===== config.mk =====
export PLATFORM = sky130hd
export DESIGN_NAME = psw_unit
export DESIGN_NICKNAME = d
export VERILOG_FILES = /design/src/rtl/psw_unit.sv
export SDC_FILE = /design/constraint.sdc
export NUM_CORES = 1
export LEC_CHECK = 0
export CAP_MARGIN = 10
export CELL_PAD_IN_SITES_DETAIL_PLACEMENT = 1
export CELL_PAD_IN_SITES_GLOBAL_PLACEMENT = 1
export CORE_MARGIN = 2
export CORE_UTILIZATION = 30
export DETAILED_ROUTE_END_ITERATION = 7
export GPL_TIMING_DRIVEN = 0
export PLACE_DENSITY = 0.7
export SLEW_MARGIN = 15
export SYNTH_ARGS = -nofsm -noshare
export SYNTH_HDL_FRONTEND = slang
export SYNTH_SLANG_ARGS = --single-unit

===== constraint.sdc =====
create_clock -name clk -period 1.9 [get_ports clk]
set_input_delay 0.38 -clock clk [delete_from_list [all_inputs] [get_ports clk]]
set_output_delay 0.38 -clock clk [all_outputs]
set_load 0.005 [all_outputs]

===== src/rtl/psw_unit.sv =====
module psw_unit #(
  parameter int SP_W = 32
) (
  input  logic            clk,
  input  logic            rst_n,
  input  logic            sw_we,
  input  logic [31:0]     sw_wdata,
  output logic [31:0]     sw_rdata,
  input  logic            cc_we,
  input  logic [7:0]      cc_wdata,
  output logic [7:0]      cc_rdata,
  input  logic            sys_we,
  input  logic [7:0]      sys_wdata,
  output logic [7:0]      sys_rdata,
  input  logic            dsp_we,
  input  logic            dsp_sel,
  input  logic [SP_W-1:0] dsp_wdata,
  output logic [SP_W-1:0] dsp_rdata,
  input  logic            sp_we,
  input  logic [SP_W-1:0] sp_wdata,
  output logic [SP_W-1:0] sp_live
);
  logic [5:0]      ccr, ccr_nx;
  logic [2:0]      scr, scr_nx;
  logic [4:0]      ilm, ilm_nx;
  logic [SP_W-1:0] r15, ssp, usp;
  logic [SP_W-1:0] r15_pre, ssp_pre, usp_pre;
  logic            s_now, s_nx, dsp_live;

  assign s_now    = ccr[5];
  assign dsp_live = dsp_sel ? ~s_now : s_now;

  always_comb begin
    ccr_nx = sw_we ? sw_wdata[5:0]  : cc_we  ? cc_wdata[5:0]  : ccr;
    scr_nx = sw_we ? sw_wdata[10:8] : sys_we ? sys_wdata[2:0] : scr;
    ilm_nx = sw_we ? {sw_wdata[20] | ilm[4], sw_wdata[19:16]} : ilm;
    s_nx   = ccr_nx[5];

    r15_pre = r15;
    ssp_pre = ssp;
    usp_pre = usp;
    if (dsp_we) begin
      if (dsp_live)     r15_pre = dsp_wdata;
      else if (dsp_sel) usp_pre = dsp_wdata;
      else              ssp_pre = dsp_wdata;
    end
    if (sp_we) r15_pre = sp_wdata;
  end

  always_ff @(posedge clk) begin
    if (!rst_n) begin
      ccr <= 6'h20;
      scr <= '0;
      ilm <= 5'd15;
      r15 <= '0;
      ssp <= '0;
      usp <= '0;
    end else begin
      ccr <= ccr_nx;
      scr <= scr_nx;
      ilm <= ilm_nx;
      if (s_nx && !s_now) begin
        usp <= r15_pre;
        r15 <= ssp_pre;
        ssp <= ssp_pre;
      end else if (!s_nx && s_now) begin
        ssp <= r15_pre;
        r15 <= usp_pre;
        usp <= usp_pre;
      end else begin
        r15 <= r15_pre;
        ssp <= ssp_pre;
        usp <= usp_pre;
      end
    end
  end

  assign cc_rdata  = {2'b00, ccr};
  assign sys_rdata = {5'b0, scr};
  assign sw_rdata  = {11'b0, ilm, 5'b0, scr, 2'b00, ccr};
  assign sp_live   = r15;
  assign dsp_rdata = dsp_live ? r15 : (dsp_sel ? usp : ssp);
endmodule


# Word-level counts from Yosys, hierarchy flattened
# Cells that the tools add are included.
# Widths: inputs -> output; s select.
totals:
  wordCells: 36
  register_bits: 110
  input_bits: 120
  output_inout_bits: 112
classes:
  n_mux: 21
  reduce_logical: 6
  n_bitwise: 2
ops:
  columns: ["op", "n"]
  rows:
  - ["$mux 32", 16]
  - ["$mux 6", 2]
  - ["$mux 3", 2]
  - ["$reduce_bool 2->1", 2]
  - ["$logic_and 1x1->1", 2]
  - ["$logic_not 1->1", 2]
  - ["$mux 1", 1]
  - ["$not 1->1", 1]
  - ["$or 1x1->1", 1]

# Logic depth before layout (Yosys ltp)
depth:
  ltp_word: 7
  depth_mapped: 8
  mapped_depth_nobuf: 5

# Least setup slack after synthesis
# OpenSTA, ideal clock, no wires.
synth_path:
  kind: "input -> register"
  startpoint: "in dsp_we"
  endpoint: "reg r15[31], in the netlist sp_live[31]"
  path_stages: 8
  setup_time_ns: 0.128
  n_path_buf: 3
  path_slack_ns: 0.203
  t_arrival_ns: 1.569
  cell_sequence: "buf_2 nor3b_1 buf_2 buf_4 mux2i_1 o22ai_1 a31oi_1 nor2_1"
synth_between:
  elab_chain_len: 4
  elab_cells_between_ends: 6
  classes_between: "6 x mux"
synth_lines:
  columns: ["item", "line_no", "text"]
  rows:
  - ["start, declared", "15", "input logic dsp_we,"]
  - ["$mux 32", "42", "if (dsp_we) begin"]
  - ["$mux 32", "47", "if (sp_we) r15_pre = sp_wdata;"]
  - ["$mux 32", "66", "end else if (!s_nx && s_now) begin"]
  - ["$mux 32 *", "62", "if (s_nx && !s_now) begin"]
  - ["end signal, assigned", "64", "r15 <= ssp_pre;"]
  - ["end signal, assigned", "68", "r15 <= usp_pre;"]
  - ["end signal, assigned", "71", "r15 <= r15_pre;"]
  - ["end, declared", "26", "logic [SP_W-1:0] r15, ssp, usp;"]
# Mark *: on every way between the ends. The rest lies on a longest branch, timed or not.
# A chain may end at the register's enable or synchronous reset.

# Final worst setup path
layout_path:
  startpoint: "reg ccr[5]"
  endpoint: "reg r15[4], in the netlist sp_live[4]"
layout_between:
  elab_chain_len: 7
  elab_cells_between_ends: 17
  classes_between: "12 x mux; 1 x bitwise; 4 x reduce/logical"
layout_lines:
  columns: ["item", "line_no", "text"]
  rows:
  - ["start, declared", "23", "logic [5:0] ccr, ccr_nx;"]
  - ["start signal, assigned", "59", "ccr <= ccr_nx;"]
  - ["$not 1->1", "31", "assign dsp_live = dsp_sel ? ~s_now : s_now;"]
  - ["$mux 1", "31", null]
  - ["$mux 32", "43", "if (dsp_live) r15_pre = dsp_wdata;"]
  - ["$mux 32", "42", null]
  - ["$mux 32", "47", null]
  - ["$mux 32", "66", null]
  - ["$mux 32 *", "62", null]
# Mark *: on every way between the ends. The rest lies on a longest branch, timed or not. The select of a mux whose other input is x is not followed.

==> qor.txt <==
Rel. slew slack = 45.50%
Hold Startpoint = sw_we
Clk slew on worst S/H paths = 80 ps
Max_cap viols = 0
Dpl cells = 1301
PD cells = 687.9 nW/um2
Leakage power = 4.516 nW
Share of layout cells above drive strength 1 = 28.81%
WL final = 33.99 mm
Most frequent cells in the layout = clkdlybuf4s50_1, dfxtp_1, nor2_1
Inserted Clock Buffers = 9
Largest net degree at the start of global routing = 18
DR WL/cell = 25.23 um
DR vias = 7891
Number of DRC markers in iteration 0 = 639
Hold_buf cts = 0
GRT Util Overall = 26.06%
Synth warn = 0
DIE AREA = 24450 um2
Final Util = 48.77%
Fin. Hold Viols = 0
Post-synth ARST share = 0%
Worst Path Class, Setup = register to register
Area leader, netlist = dfxtp_1
Top cell type's share of synthesized area = 31.62%
Most common cell after layout, fill and taps aside = clkdlybuf4s50_1
Post-synthesis sequential area ratio = 31.62%
Period utilization = 107.1%
Worst path arrival time = 2340 ps
Initial Util = 30.67%
Core footprint = 22710 um2
Rows = 55
CP Launch Type = register
Grt ovf = 0
Worst R2R Start = ccr[5]$_SDFF_PN1_
Port-buffer cells = 175
Post-route insts no fill = 1347
Routed vias/inst = 5.858
Reg-to-Reg End = sp_live[4]$_SDFF_PN0_
Die Ht = 156.4 um
Area grow syn2layout = 59.04%
Ys flop type = dfxtp_1
Sink Count = 110
Avg Inst Size Synth = 8.524 um2
Fmax achieved = 491.6 MHz
Clock root buffer master = clkbuf_16
Critical Path End Type = register
Most used cell, CP = buf_12
Synth top area cells = dfxtp_1, mux2i_1, a211oi_1
Worst skew pair latency = 370 ps
Flops & latches, synth = 110
DRT Pass-1 Iters = 5
Number of synthesized flops with an enable pin = 0
CTS tree = done
Synth Instances = 817
Mapped Area = 6964 um2
FF-to-FF setup slack = -130 ps
First-pass GRT wire length = 48.40 mm
Worst Path Required = 2210 ps
Critical path's largest stage delay = 390 ps
Power Total = 7.619 mW
CP max-delay cell = dfxtp_4
Crit Path Max Fanout = 10
DRC violations left = 0
Routed Antenna Nets = 0
Initial antenna violation count = 0
Final Setup Violations = 18
Status = finished with violations
Fin crit period = 2034 ps
Failing checks = negative setup slack
Clock Skew = 8.460 ps
FF-to-FF path depth = 8
Yosys cell types = 35
N_diodes = 0
Gpl congestion = 0.8318
Crit-path cells = buf_12 -> xor2_4 -> buf_12 -> buf_12 -> nor3b_1 -> a41oi_1 -> a21oi_1 -> o21a_1
Nets@finish = 1178
Tightest Pin Transition = 817.4 ps
Critical Path End = sp_live[4]$_SDFF_PN0_
Crit. Startpoint = ccr[5]$_SDFF_PN1_
Number of global-route vias before repair = 8200
Slack of the critical path = -134.1 ps
Peak VDD IR = 476.0 uV
H-tree level count = 3
# IOs = 232
Unrepaired setup endpoints after global routing = true
Clock Tree Buf Depth = 2
Post-DP HPWL = 21.00 mm
Max Slew Vio Count = 0
Die width = 156.4 um
Hold Path Class = input pin to register
## sequential cells by signal, indices dropped and copies added (netlist names)
register / cells
ssp: 32
scr: 3
ilm: 5
ccr: 6
usp: 32
sp_live: 32
## logic make-up after synthesis
group	count (synthesis)	synth area share, %
AO/OA/AOI/OAI	300	31.37
XOR/XNOR	1	0.3953
buffers and inverters	125	9.648
flip-flops	110	31.62
multiplexers	108	15.52
other	1	0.05385
AND/OR/NAND/NOR	172	11.39
## worst min path at each step
stage,endpoint,slack [ps],depth (start not counted)
2_1_floorplan,ilm[4]$_SDFFE_PN0P_,460,2
3_3_place_gp,ilm[0]$_SDFFE_PN1P_,460,2
3_5_place_dp,ilm[0]$_SDFFE_PN1P_,460,2
4_1_cts,usp[0]$_SDFF_PN0_,400,2
5_1_grt,usp[0]$_SDFF_PN0_,420,2
6_report,ccr[5]$_SDFF_PN1_,400,3
## cell type report
type,count,area (um2)
buffer,122,1022
clock buffer,9,225.2
clock inverter,6,108.9
fill,2558,11630
inverter,2,7.507
multi-input combinational,607,5125
sequential,110,2207
tap,285,356.6
timing repair buffer,206,2023
## report_power, final
| group | switching [mW] | total [mW] | internal (mW) |
|---|---|---|---|
| sequential | 0.222 | 2.73 | 2.51 |
| clock | 0.984 | 2.27 | 1.29 |
| combinational | 1.32 | 2.62 | 1.30 |
## critical path, delay by kind of cell (launching register included)
family                    cells  cell delay (ps)
DFF                           1              390
buffers and inverters         3              470
AOI/OAI and AO/OA             3              590
and+or+nand+nor               1              330
xor gates and xnor gates      1              190
## per-layer routing
metal  global-route usage, %  vias to the layer above  wire (um)
met4                   10.70                        0       1292
met3                   5.206                       86       2613
met5                       0                        -          0
li1                        -                     3459          -
met2                   42.46                      411      16250
met1                   33.68                     3935      13830
## per-stage QoR
step	TNS (ps)	setup slack, ps	instance area (um2)	hold WS (ps)
CTS	-2384	-145.7	10430	396.5
global route	-2511	-155.3	11080	421.4
global placement	-66560	-960.6	9163	455.9
finish	-842.5	-134.1	11080	395.9
detailed placement	-68190	-970.2	9163	464.4
floorplan	0	202.9	7054	460.4
## what timing repair did
item,in CTS,in global routing
gates cloned,8,2
resized for setup,285,138
pin swaps,33,25
buffers inserted,12,14
setup endpoints to repair,126,128
## synthesized netlist by cell type, types with 14 or more instances
master,number
dfxtp_1,110
o22a_1,19
clkbuf_1,44
buf_2,24
nor2_1,78
o211a_1,24
o22ai_1,32
a21boi_0,20
a31o_2,19
a211oi_1,73
buf_4,42
mux2i_1,108
a21oi_1,53
nand2_1,42
a31oi_1,20
nor3b_1,14
nor2b_1,34
Note: power is estimated with default switching activity, not from simulation.
